[src/rtl/tap_pkg.sv]
`timescale 1ns/1ps
package tap_pkg;
  localparam int IR_W = 3;

  typedef enum logic [3:0] {
    TLR, RTI,
    SEL_DR, CAP_DR, SHF_DR, EX1_DR, PAU_DR, EX2_DR, UPD_DR,
    SEL_IR, CAP_IR, SHF_IR, EX1_IR, PAU_IR, EX2_IR, UPD_IR
  } tapState_e;

  localparam logic [IR_W-1:0] OP_EXTEST  = 3'b000;
  localparam logic [IR_W-1:0] OP_IDCODE  = 3'b001;
  localparam logic [IR_W-1:0] OP_SAMPLEZ = 3'b010;
  localparam logic [IR_W-1:0] OP_SAMPLE  = 3'b100;
  localparam logic [IR_W-1:0] OP_BYPASS  = 3'b111;
  localparam logic [IR_W-1:0] IR_CAPTURE = 3'b001;

  typedef enum logic [1:0] {SEL_BYP, SEL_ID, SEL_BSR} drSel_e;

  // strobes from the controller to the register datapath
  typedef struct packed {
    logic inReset;
    logic capDr;
    logic shfDr;
    logic updDr;
    logic capIr;
    logic shfIr;
    logic updIr;
  } tapStrobe_t;
endpackage

[src/rtl/tap_ctrl.sv]
`timescale 1ns/1ps
module tap_ctrl
  import tap_pkg::*;
(
  input  logic       tck,
  input  logic       porN,
  input  logic       tms,
  output tapState_e  state,
  output tapStrobe_t stb
);
  tapState_e nextState;

  always_comb begin
    case (state)
      TLR:     nextState = tms ? TLR    : RTI;
      RTI:     nextState = tms ? SEL_DR : RTI;
      SEL_DR:  nextState = tms ? SEL_IR : CAP_DR;
      CAP_DR:  nextState = tms ? EX1_DR : SHF_DR;
      SHF_DR:  nextState = tms ? EX1_DR : SHF_DR;
      EX1_DR:  nextState = tms ? UPD_DR : PAU_DR;
      PAU_DR:  nextState = tms ? EX2_DR : PAU_DR;
      EX2_DR:  nextState = tms ? UPD_DR : SHF_DR;
      UPD_DR:  nextState = tms ? SEL_DR : RTI;
      SEL_IR:  nextState = tms ? TLR    : CAP_IR;
      CAP_IR:  nextState = tms ? EX1_IR : SHF_IR;
      SHF_IR:  nextState = tms ? EX1_IR : SHF_IR;
      EX1_IR:  nextState = tms ? UPD_IR : PAU_IR;
      PAU_IR:  nextState = tms ? EX2_IR : PAU_IR;
      EX2_IR:  nextState = tms ? UPD_IR : SHF_IR;
      UPD_IR:  nextState = tms ? SEL_DR : RTI;
      default: nextState = TLR;
    endcase
  end

  always_ff @(posedge tck or negedge porN) begin
    if (!porN) state <= TLR;
    else       state <= nextState;
  end

  // each strobe acts on the rising edge that leaves its state
  always_comb begin
    stb.inReset = (state == TLR);
    stb.capDr   = (state == CAP_DR);
    stb.shfDr   = (state == SHF_DR);
    stb.updDr   = (state == UPD_DR);
    stb.capIr   = (state == CAP_IR);
    stb.shfIr   = (state == SHF_IR);
    stb.updIr   = (state == UPD_IR);
  end
endmodule

[src/rtl/tap_data.sv]
`timescale 1ns/1ps
module tap_data
  import tap_pkg::*;
#(
  parameter int                 BSR_LEN   = 8,
  parameter logic [BSR_LEN-1:0] TIED_MASK = 8'h7E,
  parameter logic [31:0]        ID_CODE   = 32'h0A5C_3E4B
) (
  input  logic               tck,
  input  logic               porN,
  input  logic               tdi,
  input  tapStrobe_t         stb,
  input  logic [BSR_LEN-1:0] pinIn,
  output logic               tdo,
  output logic               tdoEn,
  output logic [BSR_LEN-1:0] bsrOut,
  output logic               coreHiZ
);
  localparam int ID_W = 32;
  localparam logic [ID_W-1:0] ID_WORD = {ID_CODE[ID_W-1:1], 1'b1};

  logic [IR_W-1:0]    irReg, irShift;
  logic               bypBit;
  logic [ID_W-1:0]    idShift;
  logic [BSR_LEN-1:0] bsrShift, bsrCapVal;
  drSel_e             drSel;
  logic               tdoNext;

  // instruction decode; every unlisted code falls to bypass
  always_comb begin
    case (irReg)
      OP_IDCODE:                         drSel = SEL_ID;
      OP_EXTEST, OP_SAMPLE, OP_SAMPLEZ:  drSel = SEL_BSR;
      default:                           drSel = SEL_BYP;
    endcase
  end

  assign coreHiZ   = (irReg == OP_SAMPLEZ);
  assign bsrCapVal = (pinIn & TIED_MASK) | ~TIED_MASK;

  always_ff @(posedge tck or negedge porN) begin
    if (!porN) begin
      irReg   <= OP_IDCODE;
      irShift <= IR_CAPTURE;
    end else begin
      if (stb.capIr) irShift <= IR_CAPTURE;
      if (stb.shfIr) irShift <= {tdi, irShift[IR_W-1:1]};
      if (stb.inReset)    irReg <= OP_IDCODE;
      else if (stb.updIr) irReg <= irShift;
    end
  end

  always_ff @(posedge tck or negedge porN) begin
    if (!porN) begin
      bypBit   <= 1'b0;
      idShift  <= ID_WORD;
      bsrShift <= '0;
      bsrOut   <= '0;
    end else begin
      case (drSel)
        SEL_BYP: begin
          if (stb.capDr) bypBit <= 1'b0;
          if (stb.shfDr) bypBit <= tdi;
        end
        SEL_ID: begin
          if (stb.capDr) idShift <= ID_WORD;
          if (stb.shfDr) idShift <= {tdi, idShift[ID_W-1:1]};
        end
        default: begin
          if (stb.capDr) bsrShift <= bsrCapVal;
          if (stb.shfDr) bsrShift <= {tdi, bsrShift[BSR_LEN-1:1]};
          if (stb.updDr) bsrOut   <= bsrShift;
        end
      endcase
    end
  end

  always_comb begin
    if (stb.shfIr) tdoNext = irShift[0];
    else begin
      case (drSel)
        SEL_ID:  tdoNext = idShift[0];
        SEL_BSR: tdoNext = bsrShift[0];
        default: tdoNext = bypBit;
      endcase
    end
  end

  always_ff @(negedge tck or negedge porN) begin
    if (!porN) begin
      tdo   <= 1'b0;
      tdoEn <= 1'b0;
    end else begin
      tdo   <= tdoNext;
      tdoEn <= stb.shfIr | stb.shfDr;
    end
  end
endmodule

[src/rtl/tap_port.sv]
`timescale 1ns/1ps
module tap_port
  import tap_pkg::*;
#(
  parameter int                 BSR_LEN   = 8,
  parameter logic [BSR_LEN-1:0] TIED_MASK = 8'h7E,
  parameter logic [31:0]        ID_CODE   = 32'h0A5C_3E4B
) (
  input  logic               tck,
  input  logic               porN,
  input  logic               tms,
  input  logic               tdi,
  output logic               tdo,
  output logic               tdoEn,
  input  logic [BSR_LEN-1:0] pinIn,
  output logic [BSR_LEN-1:0] bsrOut,
  output logic               coreHiZ
);
  tapState_e  tapState;
  tapStrobe_t stb;

  tap_ctrl ctrlI (
    .tck   (tck),
    .porN  (porN),
    .tms   (tms),
    .state (tapState),
    .stb   (stb)
  );

  tap_data #(
    .BSR_LEN   (BSR_LEN),
    .TIED_MASK (TIED_MASK),
    .ID_CODE   (ID_CODE)
  ) dataI (
    .tck     (tck),
    .porN    (porN),
    .tdi     (tdi),
    .stb     (stb),
    .pinIn   (pinIn),
    .tdo     (tdo),
    .tdoEn   (tdoEn),
    .bsrOut  (bsrOut),
    .coreHiZ (coreHiZ)
  );
endmodule

[config.mk]
export PLATFORM = sky130hd
export DESIGN_NAME = tap_port
export DESIGN_NICKNAME = d
export VERILOG_FILES = /design/src/rtl/tap_pkg.sv /design/src/rtl/tap_ctrl.sv /design/src/rtl/tap_data.sv /design/src/rtl/tap_port.sv
export SDC_FILE = /design/constraint.sdc
export NUM_CORES = 1
export LEC_CHECK = 0
export BUFFER_PORTS_ARGS = -buffer_cell sky130_fd_sc_hd__buf_2
export CAP_MARGIN = 20
export CORE_UTILIZATION = 63
export DETAILED_ROUTE_END_ITERATION = 8
export PLACE_DENSITY = 0.81
export SLEW_MARGIN = 0
export SYNTH_ARGS = -nofsm -noshare
export SYNTH_HDL_FRONTEND = slang
export SYNTH_SLANG_ARGS = --single-unit
[constraint.sdc]
create_clock -name tck -period 5.8 [get_ports tck]
set_clock_uncertainty 0.2 [all_clocks]
set_input_delay 0.58 -clock tck [delete_from_list [all_inputs] [get_ports tck]]
set_output_delay 0.58 -clock tck [all_outputs]
set_load 0.02 [all_outputs]
==> key figures <==
Cells and area
  • Nets: 260
  • Post-route core utilization: approximately three quarters
  • Post-route insts no fill: 300
  • Area Growth Syn to Fin: 13.1%
  • Layout cells sized above 1: 28.8%
  • N_diodes: 0

Status
  • Status: completed

Route
  • Total Wirelength: roughly 4500 um
  • DR WL/cell: around 15 um
  • Via count: around 1700
  • DRT Pass-1 Iters: 4
  • Remaining antenna violation count: 0
  • Drt initial violations: 82
  • Post-DR vias/cell: around 5.7
  • # DRC: 0

Clocking
  • Clock Latency Late Sink: 0.33 ns
  • Root Buffer: clkbuf_8
  • CTS clk-pin slew, worst paths: roughly 0.070 ns
  • Maximum level of the CTS H-tree: 3
  • PostCTS Resize Cnt: 0
  • Post CTS Setup Buffer Count: 0
  • CTS tree: built
  • Clock buffer depth: 2
  • Clk sinks: 61
  • Cts-stage hold buffer count: 0
  • CTS buffer count: 9

Place
  • Final HPWL DP: between 2000 and 3000 um
  • I/O Buffers: 20
  • Placed cells: 284
  • GP Congestion: between 0.7 and 0.8

Die
  • Initial Utilization: between 60% and 70%
  • Die Wd: ~67 um
  • Die Ht: roughly 67 um
  • Die area: around 4400 um2
  • Row count: 23
  • Num ports: 23
  • Core area: approximately 4000 um2

Pwr
  • Power Density: around 600 nW/um2
  • Total Power: approximately 1800 uW
  • Pleak: 0.00134 uW
  • Worst vdd ir: approximately 0.00042 V

Timing
  • Pins Over Slew Limit: 0
  • Final Hold Viols: 0
  • RSZ-0062 raised after global routing: no
  • Worst-margin pin slew: 1.04 ns
  • Slew HR: 30.2%
  • Setup TNS: 0 ns
  • Setup violations, final: 0

Worst setup path
  • Worst-path cell chain: inv_1, or3_1, ha_1, a22oi_1, a21oi_1, mux2_2
  • Startpoint Class: flip-flop
  • Critical path required time: between 2 and 3 ns
  • CP Capture Type: flip-flop
  • Worst r2r src: dataI.irReg[0]
  • Crit path max fanout: 3
  • R2r worst-path depth: 6
  • WP data arrival: 2.05 ns
  • Slowest-stage cell, CP: dfstp_2
  • CP peak stage delay: between 0.5 and 0.6 ns
  • R2r setup slk: 0.82 ns
  • R2r endpoint: dataI.tdo
  • Crit Path Category: flip-flop to flip-flop

Logic synthesis
  • Cells after Synth: 222
  • Netlist cell types: 42
  • Number of synthesized register bits: between 60 and 70
  • Synth warn: 0
  • EDFF count, synth: 0
  • Commonest cells in the synthesized netlist: dfrtp_1, nand2_1, dfstp_2, o22a_1, a22o_1
  • Area leader, netlist: dfrtp_1
  • Post-synth ARST share: 100%
  • Seq/Total Area, Yosys: 59.0%
  • Avg Cell Area, Syn: 11.8 um2
  • Post-Synthesis Cell Area: 2620 um2
  • Yosys top cell area share: about two fifths
  • Post-synthesis net count: 237
  • Most common cell in the netlist: dfrtp_1
  • Largest cells by area after synthesis: dfrtp_1, dfstp_2, o22a_1
  • Top FF cell, synth: dfrtp_1

Global route
  • Gr usage total: a little under a quarter
  • Congestion Overflow GR: 0
  • Antenna violations before repair: 0
  • Vias in the first global route: around 1600
  • Global-route wire length before repair: roughly 7600 um
  • Largest net degree at the start of global routing: 34

Worst hold path
  • Hold Path Class: input port to asynchronous set/reset pin

Run
  • Number of max-cap violations: 0
==> power by group <==
| part | internal (uW) | switching, uW | total, uW |
|---|---|---|---|
| clock | 209 | 164 | 373 |
| sequential | 647 | 144 | 791 |
| combinational | 316 | 347 | 663 |
==> layout make-up <==
class / instances / area [um2]
multi-input combinational: 142 / 997
clock buffer: 10 / 138
clock inverter: 6 / 61.3
tap: 50 / 62.6
inverter: 6 / 22.5
sequential: 61 / 1550
timing repair buffer: 25 / 139
fill: 266 / 1030
==> sequential cells by signal, indices dropped and copies added, names as in the netlist <==
signal,count
dataI.bsrOut,8
dataI.idShift,32
dataI.irReg,3
dataI.bsrShift,8
dataI.tdoEn,1
ctrlI.state,4
dataI.irShift,3
dataI.tdo,1
dataI.bypBit,1
==> worst max-delay path by stage <==
stage | startpoint | endpoint
final | dataI.irReg[0] | dataI.tdo
after global routing | dataI.irReg[0] | dataI.tdo
after CTS | dataI.irReg[0] | dataI.tdo
after detailed placement | dataI.irReg[0] | dataI.tdo
after global placement | dataI.irReg[0] | dataI.tdo
after floorplan | dataI.irReg[0] | dataI.tdo
==> worst max-delay path: cells and delay by family (launching register included) <==
| kind | cells | cell delay [ns] |
|---|---|---|
| and+or+nand+nor | 1 | 0.40 |
| DFF | 1 | 0.54 |
| muxes | 1 | 0.26 |
| adders and majority gates | 1 | 0.22 |
| buffers and inverters | 1 | 0.06 |
| AOI/OAI and AO/OA | 2 | 0.25 |
==> cell usage in the layout (no fill, tap or decap), types with 6 or more instances in the layout <==
cell      Yosys  routed
a21oi_1       8       8
a22o_1       16      16
buf_2         3      21
clkbuf_8      0      10
dfrtp_1      42      42
dfstp_2      17      17
mux2_2        9       9
mux2i_1       6       6
nand2_1      25      25
nor2_1        7       7
o21ai_0       8       8
o21ai_1       7       7
o22a_1       17      17
==> per-stage QoR <==
step | setup WS (ns) | cell area [um2] | hold WS [ns]
final | 0.819 | 2970 | 0.0576
after global routing | 0.722 | 2970 | 0.103
after CTS | 0.812 | 2970 | 0.0604
after detailed placement | 0.843 | 2770 | 0.286
after global placement | 0.861 | 2750 | 0.277
after floorplan | 0.910 | 2620 | 0.0844
==> logic make-up after synthesis <==
logic type                 count (synthesis)  synth area share [%]
AOI/OAI and AO/OA                         67                  18.9
xor gates and xnor gates                   1                 0.334
adders and majority gates                  3                  1.43
buffers and inverters                     19                  3.00
DFF                                       61                  59.0
muxes                                     15                  6.15
and+or+nand+nor                           56                  11.2
==> per-layer routing <==
metal  vias up  global-route usage [%]  share of wire (%)
li1        856                       -                  -
met1       821                    31.9                 49
met2        25                    36.7                 48
met3         6                    7.71                2.6
met4         0                    5.59               0.89
met5         -                       0                  0
Power figures use the tool's default switching activity.
